File: config.mk
export PLATFORM = sky130hd
export DESIGN_NAME = rrx_exec_unit
export DESIGN_NICKNAME = d
export VERILOG_FILES = /design/src/rtl/rrx_pkg.sv /design/src/rtl/rrx_alu.sv /design/src/rtl/rrx_shifter.sv /design/src/rtl/rrx_brcmp.sv /design/src/rtl/rrx_exec_unit.sv
export SDC_FILE = /design/constraint.sdc
export NUM_CORES = 2
export LEC_CHECK = 0
export BUFFER_PORTS_ARGS = -buffer_cell sky130_fd_sc_hd__buf_2
export CAP_MARGIN = 10
export CORE_MARGIN = 10
export CORE_UTILIZATION = 45
export DETAILED_ROUTE_END_ITERATION = 10
export HOLD_SLACK_MARGIN = 0.1
export SLEW_MARGIN = 40
export SYNTH_ARGS = -nofsm -noshare
export SYNTH_HDL_FRONTEND = slang
export SYNTH_HIERARCHICAL = 1
export SYNTH_SLANG_ARGS = --single-unit
export TNS_END_PERCENT = 20
File: constraint.sdc
create_clock -name clk -period 234.3 [get_ports clk]
set_input_delay 35.145 -clock clk [delete_from_list [all_inputs] [get_ports clk]]
set_output_delay 35.145 -clock clk [all_outputs]
set_load 0.01 [all_outputs]
File: src/rtl/rrx_pkg.sv
package rrx_pkg;
  localparam int OPW = 5;

  typedef enum logic [OPW-1:0] {
    OP_NOP  = 5'h00, OP_MOV  = 5'h01, OP_MOVI = 5'h02, OP_ADD = 5'h03,
    OP_SUB  = 5'h04, OP_MUL  = 5'h05, OP_DIV  = 5'h06, OP_AND = 5'h07,
    OP_OR   = 5'h08, OP_NOT  = 5'h09, OP_ASH  = 5'h0A, OP_LSH = 5'h0B,
    OP_BR   = 5'h0C, OP_BRI  = 5'h0D, OP_BEQ  = 5'h0E, OP_BNE = 5'h0F,
    OP_BLT  = 5'h10, OP_BGT  = 5'h11, OP_BLE  = 5'h12, OP_BGE = 5'h13,
    OP_LD   = 5'h14, OP_ST   = 5'h15
  } rrx_op_e;
endpackage

File: src/rtl/rrx_alu.sv
module rrx_alu
  import rrx_pkg::*;
#(
  parameter int W = 32
) (
  input  rrx_op_e        op,
  input  logic [W-1:0]   b,
  input  logic [W-1:0]   c,
  input  logic [W-1:0]   imm,
  output logic [W-1:0]   res,
  output logic           div_zero
);
  localparam logic [W-1:0] MIN_NEG = {1'b1, {(W-1){1'b0}}};

  logic [W-1:0] quot;

  always_comb begin
    if (c == '0)                   quot = '1;
    else if (b == MIN_NEG && c == '1) quot = MIN_NEG;
    else                           quot = W'($signed(b) / $signed(c));
  end

  always_comb begin
    div_zero = 1'b0;
    case (op)
      OP_MOV:  res = b;
      OP_MOVI: res = imm;
      OP_ADD:  res = b + c;
      OP_SUB:  res = b - c;
      OP_MUL:  res = b * c;
      OP_DIV:  begin res = quot; div_zero = (c == '0); end
      OP_AND:  res = b & c;
      OP_OR:   res = b | c;
      OP_NOT:  res = ~b;
      default: res = '0;
    endcase
  end
endmodule

File: src/rtl/rrx_shifter.sv
module rrx_shifter #(
  parameter int W = 32
) (
  input  logic [W-1:0] b,
  input  logic [W-1:0] c,
  input  logic         arith,
  output logic [W-1:0] res
);
  localparam int SW = $clog2(W);

  logic         neg;
  logic [W:0]   mag;
  logic         big;
  logic [SW-1:0] amt;
  logic [W-1:0] sh_l, sh_rl, sh_ra;

  always_comb begin
    neg   = c[W-1];
    mag   = neg ? ({1'b0, ~c} + (W+1)'(1)) : {1'b0, c};
    big   = (mag >= (W+1)'(W));
    amt   = mag[SW-1:0];
    sh_l  = b << amt;
    sh_rl = b >> amt;
    sh_ra = W'($signed(b) >>> amt);
    if (!neg)      res = big ? '0 : sh_l;
    else if (arith) res = big ? {W{b[W-1]}} : sh_ra;
    else           res = big ? '0 : sh_rl;
  end
endmodule

File: src/rtl/rrx_brcmp.sv
module rrx_brcmp
  import rrx_pkg::*;
#(
  parameter int W = 32
) (
  input  rrx_op_e      op,
  input  logic [W-1:0] b,
  input  logic [W-1:0] c,
  output logic         hit
);
  logic eq, lt;

  always_comb begin
    eq = (b == c);
    lt = ($signed(b) < $signed(c));
    case (op)
      OP_BEQ:  hit = eq;
      OP_BNE:  hit = !eq;
      OP_BLT:  hit = lt;
      OP_BGT:  hit = !lt && !eq;
      OP_BLE:  hit = lt || eq;
      OP_BGE:  hit = !lt;
      default: hit = 1'b0;
    endcase
  end
endmodule

File: src/rtl/rrx_exec_unit.sv
module rrx_exec_unit
  import rrx_pkg::*;
#(
  parameter int W  = 32,
  parameter int AW = 5
) (
  input  logic          clk,
  input  logic          rst,
  input  logic          in_valid,
  input  logic [4:0]    op_code,
  input  logic [AW-1:0] ra_idx,
  input  logic [W-1:0]  ra_val,
  input  logic [W-1:0]  rb_val,
  input  logic [W-1:0]  rc_val,
  input  logic [W-1:0]  imm_val,
  output logic          out_wr_en,
  output logic [AW-1:0] out_dst,
  output logic [W-1:0]  out_result,
  output logic          out_br_taken,
  output logic [W-1:0]  out_br_target,
  output logic          out_mem_req,
  output logic          out_mem_we,
  output logic [W-1:0]  out_mem_addr,
  output logic [W-1:0]  out_mem_wdata,
  output logic          div_err
);
  rrx_op_e      op;
  logic [W-1:0] alu_res, sh_res;
  logic         alu_dz, cmp_hit;

  assign op = rrx_op_e'(op_code);

  rrx_alu #(.W(W)) u_alu (
    .op(op), .b(rb_val), .c(rc_val), .imm(imm_val), .res(alu_res), .div_zero(alu_dz)
  );

  rrx_shifter #(.W(W)) u_shift (
    .b(rb_val), .c(rc_val), .arith(op == OP_ASH), .res(sh_res)
  );

  rrx_brcmp #(.W(W)) u_cmp (
    .op(op), .b(rb_val), .c(rc_val), .hit(cmp_hit)
  );

  logic         n_wr, n_br, n_mem, n_we, n_dz;
  logic [W-1:0] n_res, n_tgt, n_addr, n_wdata;

  always_comb begin
    n_wr = 1'b0; n_br = 1'b0; n_mem = 1'b0; n_we = 1'b0; n_dz = 1'b0;
    n_res = alu_res; n_tgt = ra_val; n_addr = rb_val; n_wdata = rb_val;
    if (in_valid) begin
      case (op)
        OP_MOV, OP_MOVI, OP_ADD, OP_SUB, OP_MUL,
        OP_DIV, OP_AND, OP_OR, OP_NOT: begin
          n_wr = 1'b1;
          n_dz = alu_dz;
        end
        OP_ASH, OP_LSH: begin
          n_wr  = 1'b1;
          n_res = sh_res;
        end
        OP_BR:  n_br = 1'b1;
        OP_BRI: begin n_br = 1'b1; n_tgt = imm_val; end
        OP_BEQ, OP_BNE, OP_BLT, OP_BGT, OP_BLE, OP_BGE: n_br = cmp_hit;
        OP_LD:  n_mem = 1'b1;
        OP_ST:  begin n_mem = 1'b1; n_we = 1'b1; n_addr = ra_val; end
        default: ;
      endcase
    end
  end

  always_ff @(posedge clk) begin
    if (rst) begin
      out_wr_en <= 1'b0; out_dst <= '0; out_result <= '0;
      out_br_taken <= 1'b0; out_br_target <= '0;
      out_mem_req <= 1'b0; out_mem_we <= 1'b0;
      out_mem_addr <= '0; out_mem_wdata <= '0; div_err <= 1'b0;
    end else begin
      out_wr_en     <= n_wr;
      out_dst       <= ra_idx;
      out_result    <= n_res;
      out_br_taken  <= n_br;
      out_br_target <= n_tgt;
      out_mem_req   <= n_mem;
      out_mem_we    <= n_we;
      out_mem_addr  <= n_addr;
      out_mem_wdata <= n_wdata;
      div_err       <= div_err | n_dz;
    end
  end

  a_r3_err_sticky: assert property (@(posedge clk) disable iff (rst)
    div_err |=> div_err);

  a_r3_div_zero: assert property (@(posedge clk) disable iff (rst)
    (in_valid && op_code == OP_DIV && rc_val == '0) |=> (out_result == '1 && div_err && out_wr_en));

  a_r6_br_uncond: assert property (@(posedge clk) disable iff (rst)
    (in_valid && op_code == OP_BR) |=> (out_br_taken && out_br_target == $past(ra_val)));

  a_r8_store_req: assert property (@(posedge clk) disable iff (rst)
    (in_valid && op_code == OP_ST) |=> (out_mem_req && out_mem_we && out_mem_addr == $past(ra_val)));

  a_r9_idle: assert property (@(posedge clk) disable iff (rst)
    !in_valid |=> (!out_wr_en && !out_br_taken && !out_mem_req));

  a_r9_single_action: assert property (@(posedge clk) disable iff (rst)
    $onehot0({out_wr_en, out_br_taken, out_mem_req}));
endmodule

==> impl_metrics.json <==
{
  "status": "finished clean",
  "met3RoutedLength_microns": 34900,
  "synth_largest_type_area_fraction_pct": 14.9,
  "required_ns": 234.67,
  "synth_xor_area_share_pct": 8.09,
  "syn-instance-count": 8320,
  "setup.worst_path.start_class": "input pin",
  "drc": 0,
  "worstSkewPairLatency_ns": 0.45,
  "final-hold-violation-count": 0,
  "tritoncts_num_sinks": 138,
  "ys_async_rst_share_pct": 0,
  "fmax_mhz": 7.93,
  "placement.io_buffers": 278,
  "timing.critical_path.fanout_max": 50,
  "synthAdderAreaFrac_pct": 28.3,
  "floorplan.die.width_microns": 388,
  "cell_area_power_density_mw_per_mm2": 14.6,
  "route.final.wire_length_microns": 295000,
  "first_pass_iters": 9,
  "cts_tree": "built",
  "synth_area_leaders": "sky130_fd_sc_hd__ha_1 15%, sky130_fd_sc_hd__fa_1 13%, sky130_fd_sc_hd__nand2_1 6.3%",
  "drive_gt1_share_pct": 9.60,
  "route.detailed.vias_per_inst": 6.55,
  "overflow": 0,
  "avgRoutedWirePerCell_microns": 29.0,
  "number_of_synthesized_flops_with_an_enable_pin": 0,
  "synthesis.area_sq_mm": 0.0608,
  "route.antenna.remaining_nets": 0,
  "post_synth.cell_area_avg_sq_um": 7.31,
  "complex_gate_fraction_of_the_synthesized_area_pct": 22.6,
  "gp_congestion": 1.04,
  "vdd_drop_max_v": 0.0000665,
  "critical-path-top-cell-by-count": "sky130_fd_sc_hd__a21oi_1",
  "crit_arrival_ns": 126.42,
  "holdBufCountCts": 0,
  "cts_made_buffers": 17,
  "setup-tns-final_ns": 0,
  "route.top_layer_used": "met5",
  "main_flop_type_after_synthesis": "sky130_fd_sc_hd__dfxtp_1",
  "worst-path-buf-inv": 16,
  "synthDominantAreaCellType": "sky130_fd_sc_hd__ha_1",
  "met1Wirelength_microns": 121000,
  "die_height_microns": 388,
  "cts.root.buffer_cell": "sky130_fd_sc_hd__clkbuf_16",
  "worst_slew_pin_slew_ns": 1.01,
  "area.growth.synth_to_final_pct": 7.19,
  "post_cts_resize_count": 0,
  "cp-end-kind": "flip-flop",
  "placementRows": 134,
  "post-cts-setup-buffer-count": 0,
  "globalRouteTotalUtil_pct": 37.0,
  "min_path_type": "flip-flop to flip-flop",
  "wl_met2_microns": 123000,
  "boundaryPins": 279,
  "worst-r2r-setup-slack_ns": 233.52,
  "power.static_leakage_nw": 30.6,
  "synthesis.yosys.warnings": 6,
  "grt_setup_unrepaired": "no",
  "max_cap_viol_count": 0,
  "clk_pin_slew_ns": 0.08,
  "fin_worst_skew_ns": 0,
  "combinational_family_with_the_most_area_after_synthesis": "adder cells",
  "critical_path.max_stage_delay_ns": 0.80,
  "min_period_ns": 126.06,
  "die_area_sq_mm": 0.150,
  "grt_max_degree": 97,
  "worst-r2r-cell-count": 2,
  "whs_ns": 0.641,
  "synth_simple_gate_area_share_pct": 24.1,
  "number_of_cells_on_the_critical_path": 341,
  "antenna_found_initial": 11,
  "synth.mux.area_fraction_pct": 5.01,
  "grt_pass1_wl_microns": 426000,
  "synth-seq-area-share_pct": 4.54,
  "place.detailed.hpwl_microns": 224000,
  "relSlewSlack_pct": 32.2,
  "clock_tree.htree_level_count": 4,
  "number_of_drc_markers_after_the_initial_detailed_route_iteration": 8656,
  "synthesis.nets": 9594,
  "starting_density_pct": 45.4,
  "netlist-cell-type-count": 123,
  "maxSlewViolCount": 0,
  "grt_pass1_vias": 63000,
  "slowest_stage": "sky130_fd_sc_hd__o22ai_1",
  "num_vias": 66600,
  "finish.net_count": 9646,
  "setup.worst_path.class": "input pin to flip-flop",
  "cell_family_with_the_largest_share_of_critical_path_delay": "compound AO/OA/AOI/OAI gates",
  "design.core.area_sq_mm": 0.134,
  "clockBufferDepth": 2,
  "setup_violations": 0,
  "number_of_synthesized_register_bits": 138,
  "min_path_cells": 2,
  "fin_crit_sh_pct": 53.8
}
## registers in the layout (all words and copies together) (netlist names)
signal,cells
out_mem_addr,32
out_mem_wdata,32
out_mem_req,1
out_br_target,32
out_br_taken,1
out_result,32
out_mem_we,1
out_wr_en,1
div_err,1
out_dst,5
## report_power, final
part           leakage, nW  internal, mW  switching, mW  total (mW)
clock network        0.282        0.0141         0.0133      0.0275
registers             1.14        0.0256       0.000989      0.0265
logic                 29.2         0.326          0.571       0.897
## worst reg2reg max path: cells and delay by family (launching register included)
kind,cells,cell delay (ns)
compound gates,1,0.22
flops,1,0.32
simple gates,1,0.14
## cells in the mapped netlist, types with 42 or more instances
master	n
sky130_fd_sc_hd__a211oi_1	62
sky130_fd_sc_hd__a21o_1	218
sky130_fd_sc_hd__a21oi_1	472
sky130_fd_sc_hd__a221oi_1	52
sky130_fd_sc_hd__a31oi_1	97
sky130_fd_sc_hd__and2_1	177
sky130_fd_sc_hd__and3_1	61
sky130_fd_sc_hd__buf_1	62
sky130_fd_sc_hd__buf_2	42
sky130_fd_sc_hd__clkbuf_1	311
sky130_fd_sc_hd__dfxtp_1	138
sky130_fd_sc_hd__fa_1	409
sky130_fd_sc_hd__ha_1	724
sky130_fd_sc_hd__inv_1	684
sky130_fd_sc_hd__mux2_2	78
sky130_fd_sc_hd__mux2i_1	184
sky130_fd_sc_hd__nand2_1	1017
sky130_fd_sc_hd__nand2b_1	135
sky130_fd_sc_hd__nand3_1	193
sky130_fd_sc_hd__nand4_1	96
sky130_fd_sc_hd__nor2_1	658
sky130_fd_sc_hd__nor2b_1	124
sky130_fd_sc_hd__nor3_1	242
sky130_fd_sc_hd__nor4_1	57
sky130_fd_sc_hd__o211ai_1	66
sky130_fd_sc_hd__o21a_1	136
sky130_fd_sc_hd__o21ai_0	392
sky130_fd_sc_hd__o21bai_1	48
sky130_fd_sc_hd__o31ai_1	70
sky130_fd_sc_hd__or2_2	47
sky130_fd_sc_hd__or3_1	72
sky130_fd_sc_hd__xnor2_1	363
sky130_fd_sc_hd__xor2_1	199
## stage by stage
step | total power [mW] | area [sq um] | std cells | utilization [%] | setup WS [ns]
after floorplan | 0.587 | 60800 | 8320 | - | 122.26
after global placement | 0.870 | 64400 | 10100 | 48.1 | 110.05
after detailed placement | 0.874 | 64600 | 10100 | 48.2 | 109.72
after CTS | 0.908 | 65100 | 10200 | 48.6 | 109.74
after global routing | 1.01 | 65200 | 10200 | 48.7 | 102.37
final | 0.951 | 65200 | 10200 | 48.7 | 108.25
## cells in the final DEF (no fill, tap or decap), types with 48 or more instances in the layout
cell type                  count
sky130_fd_sc_hd__nand2_1    1016
sky130_fd_sc_hd__ha_1        724
sky130_fd_sc_hd__inv_1       679
sky130_fd_sc_hd__nor2_1      656
sky130_fd_sc_hd__a21oi_1     471
sky130_fd_sc_hd__fa_1        409
sky130_fd_sc_hd__o21ai_0     388
sky130_fd_sc_hd__xnor2_1     348
sky130_fd_sc_hd__buf_2       280
sky130_fd_sc_hd__nor3_1      240
sky130_fd_sc_hd__a21o_1      218
sky130_fd_sc_hd__nand3_1     193
sky130_fd_sc_hd__xor2_1      185
sky130_fd_sc_hd__buf_4       183
sky130_fd_sc_hd__mux2i_1     182
sky130_fd_sc_hd__and2_1      176
sky130_fd_sc_hd__dfxtp_1     138
sky130_fd_sc_hd__nand2b_1    135
sky130_fd_sc_hd__o21a_1      135
sky130_fd_sc_hd__nor2b_1     123
sky130_fd_sc_hd__nand4_1      96
sky130_fd_sc_hd__a31oi_1      96
sky130_fd_sc_hd__mux2_2       78
sky130_fd_sc_hd__or3_1        72
sky130_fd_sc_hd__o31ai_1      68
sky130_fd_sc_hd__o211ai_1     66
sky130_fd_sc_hd__and3_1       61
sky130_fd_sc_hd__a211oi_1     61
sky130_fd_sc_hd__nor4_1       53
sky130_fd_sc_hd__a221oi_1     51
sky130_fd_sc_hd__o21bai_1     48
## layer usage
layer / up-vias / GRT usage [%]
met3: 774 / 10.5
met5: - / 0
li1: 29400 / -
met4: 8 / 17.4
met1: 32300 / 49.0
met2: 4057 / 55.1
## path summary, 6_finish.rpt
| path | startpoint | endpoint |
|---|---|---|
| min reg2reg | div_err | div_err |
| min | div_err | div_err |
| max | rc_val[10] | out_result[30] |
| max reg2reg | div_err | div_err |
## area by class of cell
| cell class | instances | area (sq um) |
|---|---|---|
| Clock buffer | 17 | 425 |
| Sequential cell | 138 | 2760 |
| Clock inverter | 15 | 151 |
| Fill cell | 13600 | 68700 |
| Multi-Input combinational cell | 7057 | 54200 |
| Timing Repair Buffer | 468 | 2840 |
| Inverter | 690 | 2590 |
| Antenna cell | 8 | 20.0 |
| Tap cell | 1768 | 2210 |
## cell families after synthesis
group | count (synthesis)
AOI/OAI and AO/OA | 2054
xor gates and xnor gates | 562
adders and majority gates | 1133
buffers and inverters | 1125
DFF | 138
muxes | 277
and+or+nand+nor | 3031
(Power assumes the default switching activity.)
